File: src/rtl/lms_wupd_pkg.sv
// Shared types for the weight update engine.
// Assumes: nothing beyond IEEE 1800-2017.
package lms_wupd_pkg;

    // Engine sequencing states
    typedef enum logic [1:0] {
        ST_IDLE = 2'd0,
        ST_RUN  = 2'd1,
        ST_ACK  = 2'd2
    } eng_state_t;

endpackage

File: src/rtl/lms_wupd_ctrl.sv
// Sequencer: accepts a step value, walks the index across all taps and
// presents a completion token.
// Assumes: N_TAPS >= 2, and IDX_W wide enough to hold N_TAPS-1.
module lms_wupd_ctrl
    import lms_wupd_pkg::*;
#(
    parameter int N_TAPS = 8,
    parameter int IDX_W  = $clog2(N_TAPS)
) (
    input  logic             clk,
    input  logic             rst_n,
    input  logic             upd_valid,
    input  logic             ack_ready,
    output logic             upd_ready,
    output logic             ack_valid,
    output logic             busy,
    output logic             wr_en,
    output logic [IDX_W-1:0] idx
);

    localparam logic [IDX_W-1:0] LAST_IDX = IDX_W'(N_TAPS - 1);

    eng_state_t state_q;

    // Decode the handshake and write strobes from the state
    always_comb begin
        upd_ready = (state_q == ST_IDLE);
        ack_valid = (state_q == ST_ACK);
        busy      = (state_q != ST_IDLE);
        wr_en     = (state_q == ST_RUN);
    end

    // State and index counter advance
    always_ff @(posedge clk) begin
        if (!rst_n) begin
            state_q <= ST_IDLE;
            idx     <= '0;
        end else begin
            unique case (state_q)
                ST_IDLE: begin
                    idx <= '0;
                    if (upd_valid) state_q <= ST_RUN;
                end
                ST_RUN: begin
                    if (idx == LAST_IDX) begin
                        state_q <= ST_ACK;
                        idx     <= '0;
                    end else begin
                        idx <= idx + 1'b1;
                    end
                end
                ST_ACK: begin
                    if (ack_ready) state_q <= ST_IDLE;
                end
                default: state_q <= ST_IDLE;
            endcase
        end
    end

endmodule

File: src/rtl/lms_wupd_mac.sv
// Shared datapath: selects one tap and one weight, multiplies the tap by
// the step value, drops FRAC fraction bits, adds and clamps.
// Assumes: 0 < FRAC < DW, and the operands are two's complement.
module lms_wupd_mac #(
    parameter int N_TAPS = 8,
    parameter int DW     = 16,
    parameter int FRAC   = 15,
    parameter int IDX_W  = $clog2(N_TAPS)
) (
    input  logic [N_TAPS*DW-1:0] taps_flat,
    input  logic [N_TAPS*DW-1:0] weights_flat,
    input  logic [IDX_W-1:0]     idx,
    input  logic [DW-1:0]        step,
    output logic [DW-1:0]        new_w
);

    localparam int PW    = 2*DW - FRAC;  // width of the shifted product
    localparam int SUM_W = PW + 1;
    localparam logic signed [SUM_W-1:0] HI = SUM_W'((2**(DW-1)) - 1);
    localparam logic signed [SUM_W-1:0] LO = -SUM_W'(2**(DW-1));

    logic signed [DW-1:0]    tap_sel;
    logic signed [DW-1:0]    w_sel;
    logic signed [2*DW-1:0]  prod;
    logic signed [PW-1:0]    inc;
    logic signed [SUM_W-1:0] sum;

    // N-to-1 selection of the operands for the current index
    always_comb begin
        tap_sel = '0;
        w_sel   = '0;
        for (int i = 0; i < N_TAPS; i++) begin
            if (idx == IDX_W'(i)) begin
                tap_sel = taps_flat[i*DW +: DW];
                w_sel   = weights_flat[i*DW +: DW];
            end
        end
    end

    // Single multiplier, truncating shift, single adder, clamp
    always_comb begin
        prod = tap_sel * $signed(step);
        inc  = prod[2*DW-1:FRAC];
        sum  = SUM_W'(w_sel) + SUM_W'(inc);
        if (sum > HI)
            new_w = HI[DW-1:0];
        else if (sum < LO)
            new_w = LO[DW-1:0];
        else
            new_w = sum[DW-1:0];
    end

endmodule

File: src/rtl/lms_wupd_regfile.sv
// Weight register file with a 1-to-N write demultiplexer.
// Assumes: at most one lane is addressed per cycle, through idx.
module lms_wupd_regfile #(
    parameter int N_TAPS = 8,
    parameter int DW     = 16,
    parameter int IDX_W  = $clog2(N_TAPS)
) (
    input  logic                 clk,
    input  logic                 rst_n,
    input  logic                 wr_en,
    input  logic [IDX_W-1:0]     idx,
    input  logic [DW-1:0]        wr_data,
    output logic [N_TAPS*DW-1:0] weights_flat
);

    for (genvar g = 0; g < N_TAPS; g++) begin : g_lane
        // Lane g stores the result only when the index points at it
        always_ff @(posedge clk) begin
            if (!rst_n)
                weights_flat[g*DW +: DW] <= '0;
            else if (wr_en && (idx == IDX_W'(g)))
                weights_flat[g*DW +: DW] <= wr_data;
        end
    end

endmodule

File: src/rtl/lms_wupd_engine.sv
// Top: time-multiplexed weight update engine with a step-value input
// stream and a completion-token output stream.
// Assumes: taps_flat stays constant while busy is high.
module lms_wupd_engine #(
    parameter int N_TAPS = 8,
    parameter int DW     = 16,
    parameter int FRAC   = 15
) (
    input  logic                 clk,
    input  logic                 rst_n,
    input  logic                 upd_valid,
    input  logic [DW-1:0]        upd_data,
    output logic                 upd_ready,
    input  logic [N_TAPS*DW-1:0] taps_flat,
    output logic [N_TAPS*DW-1:0] weights_flat,
    output logic                 busy,
    output logic                 ack_valid,
    input  logic                 ack_ready
);

    localparam int IDX_W = $clog2(N_TAPS);

    logic             wr_en;
    logic [IDX_W-1:0] idx;
    logic [DW-1:0]    step_q;
    logic [DW-1:0]    new_w;

    // Capture the step value on acceptance
    always_ff @(posedge clk) begin
        if (!rst_n)
            step_q <= '0;
        else if (upd_valid && upd_ready)
            step_q <= upd_data;
    end

    lms_wupd_ctrl #(.N_TAPS(N_TAPS), .IDX_W(IDX_W)) ctrl_i (
        .clk       (clk),
        .rst_n     (rst_n),
        .upd_valid (upd_valid),
        .ack_ready (ack_ready),
        .upd_ready (upd_ready),
        .ack_valid (ack_valid),
        .busy      (busy),
        .wr_en     (wr_en),
        .idx       (idx)
    );

    lms_wupd_mac #(.N_TAPS(N_TAPS), .DW(DW), .FRAC(FRAC), .IDX_W(IDX_W)) mac_i (
        .taps_flat    (taps_flat),
        .weights_flat (weights_flat),
        .idx          (idx),
        .step         (step_q),
        .new_w        (new_w)
    );

    lms_wupd_regfile #(.N_TAPS(N_TAPS), .DW(DW), .IDX_W(IDX_W)) rf_i (
        .clk          (clk),
        .rst_n        (rst_n),
        .wr_en        (wr_en),
        .idx          (idx),
        .wr_data      (new_w),
        .weights_flat (weights_flat)
    );

endmodule

File: config.mk
export PLATFORM = sky130hd
export DESIGN_NAME = lms_wupd_engine
export DESIGN_NICKNAME = d
export VERILOG_FILES = /design/src/rtl/lms_wupd_pkg.sv /design/src/rtl/lms_wupd_ctrl.sv /design/src/rtl/lms_wupd_mac.sv /design/src/rtl/lms_wupd_regfile.sv /design/src/rtl/lms_wupd_engine.sv
export SDC_FILE = /design/constraint.sdc
export NUM_CORES = 1
export LEC_CHECK = 0
export ABC_AREA = 1
export BUFFER_PORTS_ARGS = -buffer_cell sky130_fd_sc_hd__buf_2
export CORE_MARGIN = 4
export CORE_UTILIZATION = 35
export DETAILED_ROUTE_END_ITERATION = 12
export PLACE_DENSITY_LB_ADDON = 0.08
export SLEW_MARGIN = 20
export SYNTH_ARGS = -nofsm -noshare
export SYNTH_HDL_FRONTEND = slang
export SYNTH_HIERARCHICAL = 1
export SYNTH_SLANG_ARGS = --single-unit
File: constraint.sdc
create_clock -name clk -period 9.4 [get_ports clk]
set_input_delay 0 -clock clk [delete_from_list [all_inputs] [get_ports clk]]
set_output_delay 0 -clock clk [all_outputs]
set_load 0.01 [all_outputs]
==> results by group <==
Clock network
  – CTS Sinks: 149
  – Number of buffers created by CTS: 17
  – CTS tree: built
  – Worst-path clk slew: 0.06 ns
  – Clock latency at the later pin of the worst-skew pair: 0.45 ns
  – Number of H-tree branching levels: 4
  – Maximum buffer depth of the clock tree: 2
  – Library cell used as clock root buffer: clkbuf_16

Logic synthesis
  – Unique cell type count in the Yosys netlist: 52
  – Area share of xor/xnor cells in the synthesized design: 1.60%
  – Register bit total from synthesis: 149
  – Mean post-synth cell area: 7.15 µm²
  – Compound-gate portion of the synthesized area: 6.74%
  – Synth Cell Area: 18600 µm²
  – Largest family of logic cells by synthesized area: adder cells
  – Cell count after synthesis: 2602
  – Post-synthesis sequential area ratio: 16.0%
  – Post-synth net total: 3110
  – Adder-cell share of the synthesized area: 34.8%
  – Warning count from the yosys run: 6
  – Area share of and/or/nand/nor cells after synthesis: 28.7%
  – Proportion of synthesized area in mux cells: 0%

Cells and area
  – Final cell utilization of the core: 42.8%
  – Diodes inserted: 0
  – Most frequent cells in the layout: nand2_1 (564), nor2_1 (459), inv_1 (425), buf_2 (277), fa_1 (260)
  – Share of cells above drive strength 1: 19.4%
  – Commonest non-fill, non-tap cell in the layout: nand2_1
  – Total Nets Final: 3445
  – Layout overhead on the synthesized area: 21.1%
  – Filler cell count in the final layout: 5576

Drt
  – Number of nets with antenna violations after routing: 0
  – Pre-Repair DR Iteration Count: 5
  – Detailed-route via count: 18000
  – Post-Route WL: 70000 µm
  – Wirelength per Cell: 19.3 µm
  – Number of remaining DRC errors: 0
  – Per-cell via count in the routed design: 4.94
  – Drt first-iter violations: 1115

Die
  – Overall die area: 56900 µm²
  – Initial cell density of the core: 35.3%
  – Core Region: 52700 µm²
  – Die width: 239 µm
  – Die Height: 239 µm
  – Ports placed on the boundary: 279
  – Row cnt: 84

Global route
  – Vias in the first global route: 18600
  – Number of antenna violations at the first check in global routing: 0
  – Routing usage on met1: 31.6%
  – Routing layer with the top usage in global route: met2
  – Met3 routing resource usage after global routing: 4.29%
  – First-pass GRT wire length: 109000 µm
  – Global-route total usage across every layer: 24.5%
  – Global-route met2 utilization: 42.7%
  – Maximum number of pins on one net before global-route repair: 103
  – Grt ovf: 0

Setup path
  – CP dominant cell by count: nand2_1
  – Critical-path maximum fanout: 13
  – Worst Setup End Kind: flip-flop
  – Type of origin of the critical path: flip-flop
  – Critical-path top delay cell: fa_1
  – Type of the worst setup path: flip-flop to flip-flop
  – Largest stage delay on the critical path: 0.58 ns
  – Critical path data arrival time: 9.31 ns
  – Worst Path Required: 9.78 ns

Job
  – Total of max-cap violations: 0

STA
  – Max Clock Skew: 0.0223 ns
  – Final hold violation count: 0
  – Final setup violation count: 0
  – Maximum frequency from static timing analysis: 0.112 GHz
  – Worst-margin pin slew: 1.07 ns
  – Setup TNS: 0 ns
  – Final worst-path setup slack: 0.473 ns
  – Minimum period implied by the final worst setup slack: 8.93 ns
  – Worst hold slack: 0.0559 ns
  – Final Slew Violations: 0
  – Worst relative slew slack: 28.7%
  – Post-route fraction of the period consumed by the critical path: 95.0%

Placement
  – Placer congestion estimate: 0.934
  – Pre-CTS setup slack: -0.0663 ns
  – I/O Buffers: 278
  – Placed wire-length estimate: 57100 µm

Min path
  – Class of the tightest hold or removal check: input port to flip-flop

Status
  – Status: finished, final reports clean
[path summary, 6_finish.rpt]
path / start / to / slack [ns] / cells after the start
setup / recovery: ctrl_i/idx[0]$_SDFFE_PN0P_ / rf_i/weights_flat[78]$_SDFFE_PN0P_ / 0.47 / 44
hold / removal: rst_n / step_q[6]$_SDFFE_PN0P_ / 0.06 / 3
setup reg to reg: ctrl_i/idx[0]$_SDFFE_PN0P_ / rf_i/weights_flat[78]$_SDFFE_PN0P_ / 0.47 / 44
hold reg to reg: rf_i/weights_flat[6]$_SDFFE_PN0P_ / rf_i/weights_flat[6]$_SDFFE_PN0P_ / 0.50 / 2
[area by class of cell]
type	instances	area [µm²]	share of cell area [%]
timing repair inverter	3	22.5	0.0999
multi-input combinational	1885	13700	60.8
tap	688	861	3.82
sequential	149	2990	13.3
inverter	467	1820	8.09
timing repair buffer	414	2520	11.2
clock inverter	13	185	0.822
clock buffer	19	443	1.97
[kinds of logic after synthesis]
| kind of cell | Yosys count |
|---|---|
| adder cells (fa/ha/maj) | 360 |
| flip-flops | 149 |
| buffers and inverters | 568 |
| AO/OA/AOI/OAI | 196 |
| XOR/XNOR | 34 |
| AND/OR/NAND/NOR | 1295 |
[synth_stat cells, drive strengths merged]
cell,number,area (µm²)
o221a,1,11.3
nor2,480,1870
a2111oi,2,17.5
inv,466,1750
clkinv,1,3.75
nor3,16,108
o221ai,3,26.3
o21bai,2,15.0
a21boi,4,30.0
ha,98,1230
clkbuf,39,148
a32o,8,80.1
a21oi,90,450
o31ai,2,15.0
o211ai,2,15.0
a21o,4,30.0
a221oi,10,93.8
dfxtp,149,2980
and3,2,12.5
o21ai,42,255
nor4,1,6.26
nand2,580,2200
a41oi,1,8.76
a31oi,7,43.8
xnor2,10,87.6
xor2,24,210
nand4,33,206
a221o,4,40.0
nand3,175,881
buf,62,373
a32oi,13,114
fa,262,5250
o21a,1,7.51
or2,7,43.8
nand3b,1,7.51
[sequential cells by signal, indices dropped and copies added (netlist names)]
| signal | count |
|---|---|
| step_q | 16 |
| ctrl_i/state_q | 2 |
| rf_i/weights_flat | 128 |
| ctrl_i/idx | 3 |
[metrics by stage]
stage                     area (µm²)  std cells
final                          22500       3638
after global routing           22500       3638
after CTS                      21900       3610
after detailed placement       21100       3560
after global placement         21100       3560
after floorplan                18600       2602
[per-layer routing]
metal  vias up  wire, µm
met3        95      3810
li1       8614         -
met2       461     34400
met5         -         0
met4         0      1920
met1      8793     29900
[what timing repair did]
item                                    CTS  global route
hold endpoints to repair                 18             0
cloned                                    0             4
setup buffers                             0            24
endpoints found under the setup margin  101           128
gates resized for setup                   1           107
hold buffers                             18             0
pin swaps                                 0            18
[critical path: cells and delay by family (launching register included)]
family / cells / cell delay, ns
compound gates: 10 / 1.73
xor+xnor: 1 / 0.18
fa+ha+maj: 8 / 3.66
buf+inv: 11 / 1.40
flops: 1 / 0.35
simple gates: 14 / 1.54
Power is left out: the tool's default activity adds up to more than one toggle a clock period on the data nets, which glitch-free logic cannot reach.
